<file path="config.mk">
export PLATFORM = sky130hd
export DESIGN_NAME = wrf_top
export DESIGN_NICKNAME = d
export VERILOG_FILES = /design/src/rtl/wrf_pkg.sv /design/src/rtl/wrf_ctrl.sv /design/src/rtl/wrf_datapath.sv /design/src/rtl/wrf_top.sv
export SDC_FILE = /design/constraint.sdc
export NUM_CORES = 2
export LEC_CHECK = 0
export CORE_MARGIN = 5
export CORE_UTILIZATION = 40
export CTS_BUF_LIST = sky130_fd_sc_hd__clkbuf_16
export CTS_CLUSTER_SIZE = 30
export DETAILED_ROUTE_END_ITERATION = 7
export DONT_BUFFER_PORTS = 1
export PLACE_DENSITY = 0.6
export RECOVER_POWER = 25
export SETUP_SLACK_MARGIN = 0.02
export SLEW_MARGIN = 30
export SYNTH_ARGS = -nofsm -noshare
export SYNTH_HDL_FRONTEND = slang
export SYNTH_SLANG_ARGS = --single-unit
</file>
<file path="constraint.sdc">
create_clock -name clk -period 4.3 [get_ports clk]
set_clock_uncertainty 0.2 [all_clocks]
set_input_delay 0.215 -clock clk [delete_from_list [all_inputs] [get_ports clk]]
set_output_delay 0.215 -clock clk [all_outputs]
set_load 0.01 [all_outputs]
</file>
<file path="src/rtl/wrf_pkg.sv">
package wrf_pkg;
  localparam int ARCH_W = 5;
  localparam int PTR_W = 5;

  // Register group decoded from the two top bits of an architectural number
  typedef enum logic [1:0] {
    GRP_GLOBAL = 2'b00,
    GRP_OUT    = 2'b01,
    GRP_LOCAL  = 2'b10,
    GRP_IN     = 2'b11
  } regGroup_e;

  // Strobes from control to datapath
  typedef struct packed {
    logic [PTR_W-1:0] cwp;
    logic             wrStrobe;
  } dpStrobe_t;
endpackage

</file>
<file path="src/rtl/wrf_ctrl.sv">
module wrf_ctrl
  import wrf_pkg::*;
#(
  parameter int NWIN = 4
) (
  input  logic             clk,
  input  logic             rst_n,
  input  logic             saveReq,
  input  logic             restoreReq,
  input  logic [NWIN-1:0]  winInvalid,
  input  logic             wrEn,
  input  logic [ARCH_W-1:0] wrAddr,
  output dpStrobe_t        strobes,
  output logic [PTR_W-1:0] cwp,
  output logic             overflowTrap,
  output logic             underflowTrap
);
  localparam logic [PTR_W-1:0] LAST_WIN = PTR_W'(NWIN - 1);

  logic [PTR_W-1:0] cwpReg;
  logic [PTR_W-1:0] decCwp;
  logic [PTR_W-1:0] incCwp;
  logic [31:0]      maskWide;
  logic             saveOnly;
  logic             restoreOnly;
  logic             saveOk;
  logic             restoreOk;

  assign maskWide    = 32'(winInvalid);
  assign decCwp      = (cwpReg == '0) ? LAST_WIN : cwpReg - PTR_W'(1);
  assign incCwp      = (cwpReg == LAST_WIN) ? '0 : cwpReg + PTR_W'(1);
  assign saveOnly    = saveReq && !restoreReq;
  assign restoreOnly = restoreReq && !saveReq;

  always_comb begin
    overflowTrap  = saveOnly && maskWide[decCwp];
    underflowTrap = restoreOnly && maskWide[incCwp];
    saveOk        = saveOnly && !maskWide[decCwp];
    restoreOk     = restoreOnly && !maskWide[incCwp];
  end

  always_ff @(posedge clk or negedge rst_n) begin
    if (!rst_n) begin
      cwpReg <= '0;
    end else if (saveOk) begin
      cwpReg <= decCwp;
    end else if (restoreOk) begin
      cwpReg <= incCwp;
    end
  end

  always_comb begin
    strobes.cwp      = cwpReg;
    strobes.wrStrobe = wrEn && (wrAddr != '0);
  end

  assign cwp = cwpReg;


  save_moves_down_chk: assert property (@(posedge clk) disable iff (!rst_n)
    (saveOnly && !overflowTrap) |=> (cwpReg == (($past(cwpReg) == '0) ? LAST_WIN : $past(cwpReg) - PTR_W'(1))));


  restore_moves_up_chk: assert property (@(posedge clk) disable iff (!rst_n)
    (restoreOnly && !underflowTrap) |=> (cwpReg == (($past(cwpReg) == LAST_WIN) ? '0 : $past(cwpReg) + PTR_W'(1))));


  trap_holds_ptr_chk: assert property (@(posedge clk) disable iff (!rst_n)
    (overflowTrap || underflowTrap) |=> $stable(cwpReg));


  trap_exclusive_chk: assert property (@(posedge clk) disable iff (!rst_n)
    $onehot0({overflowTrap, underflowTrap}));


  both_cmds_idle_chk: assert property (@(posedge clk) disable iff (!rst_n)
    (saveReq && restoreReq) |=> $stable(cwpReg));


  ptr_in_range_chk: assert property (@(posedge clk) disable iff (!rst_n)
    cwpReg <= LAST_WIN);
endmodule

</file>
<file path="src/rtl/wrf_datapath.sv">
module wrf_datapath
  import wrf_pkg::*;
#(
  parameter int NWIN   = 4,
  parameter int DATA_W = 32
) (
  input  logic              clk,
  input  logic              rst_n,
  input  dpStrobe_t         strobes,
  input  logic [ARCH_W-1:0] wrAddr,
  input  logic [DATA_W-1:0] wrData,
  input  logic [ARCH_W-1:0] rdAddr [2],
  output logic [DATA_W-1:0] rdData [2]
);
  localparam int ROWS      = 8 + 16 * NWIN;
  localparam int ROW_W     = $clog2(ROWS);
  localparam int WIN_ROWS  = 16;
  localparam logic [PTR_W-1:0] LAST_WIN = PTR_W'(NWIN - 1);

  logic [DATA_W-1:0] rowMem [ROWS];
  logic [ROW_W-1:0]  wrRow;

  function automatic logic [ROW_W-1:0] rowOf(input logic [ARCH_W-1:0] arch,
                                             input logic [PTR_W-1:0] ptr);
    regGroup_e grp;
    int unsigned win;
    int unsigned slot;
    int unsigned row;
    grp  = regGroup_e'(arch[4:3]);
    slot = 32'(arch[2:0]);
    if (grp == GRP_IN) begin
      win = (ptr == LAST_WIN) ? 0 : 32'(ptr) + 1;
    end else begin
      win = 32'(ptr);
    end
    case (grp)
      GRP_GLOBAL: row = slot;
      GRP_OUT:    row = 8 + WIN_ROWS * win + slot;
      GRP_LOCAL:  row = 8 + WIN_ROWS * win + 8 + slot;
      default:    row = 8 + WIN_ROWS * win + slot;
    endcase
    return ROW_W'(row);
  endfunction

  assign wrRow = rowOf(wrAddr, strobes.cwp);

  always_ff @(posedge clk or negedge rst_n) begin
    if (!rst_n) begin
      for (int i = 0; i < ROWS; i++) begin
        rowMem[i] <= '0;
      end
    end else if (strobes.wrStrobe) begin
      rowMem[wrRow] <= wrData;
    end
  end

  for (genvar p = 0; p < 2; p++) begin : g_rdPort
    logic [ROW_W-1:0] rdRow;
    assign rdRow = rowOf(rdAddr[p], strobes.cwp);
    always_comb begin
      if (rdAddr[p] == '0) begin
        rdData[p] = '0;
      end else if (strobes.wrStrobe && (wrRow == rdRow)) begin
        rdData[p] = wrData;
      end else begin
        rdData[p] = rowMem[rdRow];
      end
    end
  end

  if (NWIN < 3 || NWIN > 32) begin : g_badCfg
    $error("window count out of range");
  end


  zero_row_clean_chk: assert property (@(posedge clk) disable iff (!rst_n)
    rowMem[0] == '0);


  write_lands_chk: assert property (@(posedge clk) disable iff (!rst_n)
    strobes.wrStrobe |=> (rowMem[$past(wrRow)] == $past(wrData)));
endmodule

</file>
<file path="src/rtl/wrf_top.sv">
module wrf_top
  import wrf_pkg::*;
#(
  parameter int NWIN   = 4,
  parameter int DATA_W = 32
) (
  input  logic              clk,
  input  logic              rst_n,
  input  logic              saveReq,
  input  logic              restoreReq,
  input  logic [NWIN-1:0]   winInvalid,
  input  logic              wrEn,
  input  logic [4:0]        wrAddr,
  input  logic [DATA_W-1:0] wrData,
  input  logic [4:0]        rdAddrA,
  output logic [DATA_W-1:0] rdDataA,
  input  logic [4:0]        rdAddrB,
  output logic [DATA_W-1:0] rdDataB,
  output logic [4:0]        cwp,
  output logic              overflowTrap,
  output logic              underflowTrap
);
  dpStrobe_t         strobes;
  logic [ARCH_W-1:0] rdAddr [2];
  logic [DATA_W-1:0] rdData [2];

  assign rdAddr[0] = rdAddrA;
  assign rdAddr[1] = rdAddrB;
  assign rdDataA   = rdData[0];
  assign rdDataB   = rdData[1];

  wrf_ctrl #(.NWIN(NWIN)) u_ctrl (
    .clk(clk), .rst_n(rst_n), .saveReq(saveReq), .restoreReq(restoreReq),
    .winInvalid(winInvalid), .wrEn(wrEn), .wrAddr(wrAddr), .strobes(strobes),
    .cwp(cwp), .overflowTrap(overflowTrap), .underflowTrap(underflowTrap)
  );

  wrf_datapath #(.NWIN(NWIN), .DATA_W(DATA_W)) u_dp (
    .clk(clk), .rst_n(rst_n), .strobes(strobes), .wrAddr(wrAddr),
    .wrData(wrData), .rdAddr(rdAddr), .rdData(rdData)
  );
endmodule

</file>
==> out/qor.csv <==
metric,value,unit
max_cap_violations,2,
area_delta_synth_final,16.7,%
grt.total_usage,27.6,%
final_util,46.8,%
synth_top_area_share,46.3,%
post-route-period-util,110,%
regToRegSetupSlack,0.10,ns
power_density,580,mW/mm2
hold_slack,0.0784,ns
die_w,569,um
grt_pass1_wl,647000,um
io_pins,127,
path_clk_slew,0.06,ns
syn_inst,8129,
cp_slowest_cell,a311o_2,
crit_path_cell_trace,buf_4 > buf_8 > nor2_2 > mux2_4 > ha_4 > mux2_4 > a22o_4 > xnor2_2 > o211ai_2 > buf_6 > nor2_4 > buf_12 > buf_12 > nor3_1 > a311o_2,
slowest_delay,0.44,ns
fin_crit,4.74,ns
path_class,flip-flop to output port,
min-delay-path-class,input pin to flip-flop,
antenna_found_initial,23,
rsz0062_at_grt,yes,
ys_seq_area_share,46.3,%
n_fill_cell,26600,
cts_root_buffer,clkbuf_16,
ys.warnings.count,0,
post-place-ws,-1.45,ns
syn_area,0.125,mm2
grt_overflow,0,
synth_top_flop_cell,dfrtp_1,
layout_setup_ws,-0.439,ns
cp-start-kind,flip-flop,
regArea,0.0578,mm2
cp.required,3.88,ns
synth-edff-count,0,
tritoncts,done,
cts.sinks,2309,
drv_slew,394,
clock_path_buffers,4,
grt_max_degree,575,
fmax,211,MHz
yosysUniqueCellTypes,76,
fin_nets,8184,
synth_top_cell_by_area,dfrtp_1,
timing_worst_slew_pin_value,2.73,ns
ir_worst_vdd,0.321,mV
cts_buffers,267,
mostFrequentLayoutCells,"2345 x mux2_2, 2309 x dfrtp_1, 1193 x mux4_2, 407 x mux2i_1, 282 x clkbuf_16",
relSlewSlack,-82.3,%
worstPathArrival,4.32,ns
status,"complete, but fails checks",
multi_input_area,0.0655,mm2
grt_pass1_vias,84600,
violations,"max-capacitance violations, max-slew violations, negative setup slack",
synthArstFlopShare,100,%
initial_utilization,40.1,%
die_h,569,um
drc,0,
drive_above_1_share,57.0,%
cp_max_fo,31,
ant_nets,0,
ys_seq_elements,2309,
wl,459000,um
gp_congestion,0.849,
avgSynthCellArea,15.4,um2
synthTopCellsByArea,"dfrtp_1 46%, mux4_2 21%, mux2_2 21%, mux2i_1 3.3%, clkbuf_1 1.5%",
final_common_cell,mux2_2,
rows,205,
cellLeakagePower,65.6,nW
port_buffers,0,
hold_violations,0,
drt_iter0_markers,9159,
vias_per_cell,6.58,
cts_max_level,5,
endpoint_kind,output port,
hpwlAfterDp,251000,um
clock_latency,0.87,ns
routed-via-count,82100,
setup_viol,64,
syn-num-nets,8190,
setup_tns,-21.42,ns
core,0.311,mm2
die_area,0.323,mm2
drtPass1Iterations,8,
avgRoutedWirePerCell,36.8,um
## report_power, final
group	internal [mW]	switching [mW]
registers	28.7	5.04
clock network	12.6	9.77
logic	16.0	12.4
## Yosys cell counts (26+ instances only)
library cell / instances
clkbuf_1: 509
o211ai_1: 27
buf_2: 136
nor3_1: 55
o22ai_1: 26
mux4_2: 1191
dfrtp_1: 2309
a211oi_1: 51
nand2_1: 109
buf_1: 241
mux2_2: 2350
mux2i_1: 410
nor2b_1: 42
nor2_1: 63
a31oi_1: 37
or3_1: 27
nand3_1: 86
o21ai_0: 32
a21oi_1: 55
a22oi_1: 143
## timing repair
| item | in CTS | in global routing |
|---|---|---|
| gates cloned | 15 | 15 |
| hold endpoints to repair | 2917 | 0 |
| setup buffers | 59 | 40 |
| gates resized for setup | 294 | 98 |
| pin swaps | 81 | 69 |
| endpoints found under the setup margin | 64 | 303 |
| hold buffers | 106 | 0 |
## per-layer routing
layer	up-vias	global-route usage (%)	part of all wire, %
met3	1023	6.52	8.7
met2	3912	42.6	46
met1	45400	36.7	39
li1	31800	-	-
met4	10	13.7	5.8
met5	-	0.208	0.019
## state kept, by name (all words and copies together) (netlist names)
register,cells
u_dp.rowMem,2304
u_ctrl.cwp,5
## path summary, 6_finish.rpt
kind,to,cells past startpoint,from
setup / recovery,rdDataA[29],15,u_ctrl.cwp[0]
max in group asynchronous,u_dp.rowMem[251],14,rst_n
hold reg to reg,u_dp.rowMem[561],1,u_dp.rowMem[561]
min in group asynchronous,u_dp.rowMem[1800],7,rst_n
hold / removal,u_dp.rowMem[2054],4,wrAddr[2]
setup reg to reg,u_dp.rowMem[1476],19,u_ctrl.cwp[0]
## kinds of logic after synthesis
logic type                 count (synthesis)  share of synthesized area [%]
AOI/OAI and AO/OA                        475                           2.74
xor gates and xnor gates                  16                          0.118
adders and majority gates                  5                         0.0501
buffers and inverters                    919                           2.99
DFF                                     2309                           46.3
muxes                                   3954                           46.0
and+or+nand+nor                          451                           1.82
## worst max-delay path, delay by kind of cell, from the launching register on
kind                     cells  cell delay (ns)
flip-flops                   1             0.41
multiplexers                 2             0.57
buffers and inverters        5             0.90
AO/OA/AOI/OAI                3             0.83
XOR/XNOR                     1             0.14
adder cells (fa/ha/maj)      1             0.22
AND/OR/NAND/NOR              3             0.35
## stage by stage
stage	total power [mW]	std cells	area [um2]
2_1_floorplan	49.1	8129	125000
3_3_place_gp	57.0	11700	131000
3_5_place_dp	58.2	11800	132000
4_1_cts	83.2	12400	144000
5_1_grt	87.7	12500	146000
6_report	84.5	12500	146000
## final cells by class
type                       count  share of cell area, %
clock inverter               195                   1.10
inverter                       9                 0.0232
tap                         4140                   3.56
antenna                       17                 0.0292
multi-input combinational   4901                   45.0
clock buffer                 270                   4.64
timing repair buffer         635                   6.04
sequential                  2309                   39.7
Note: power is estimated with default switching activity, not from simulation.
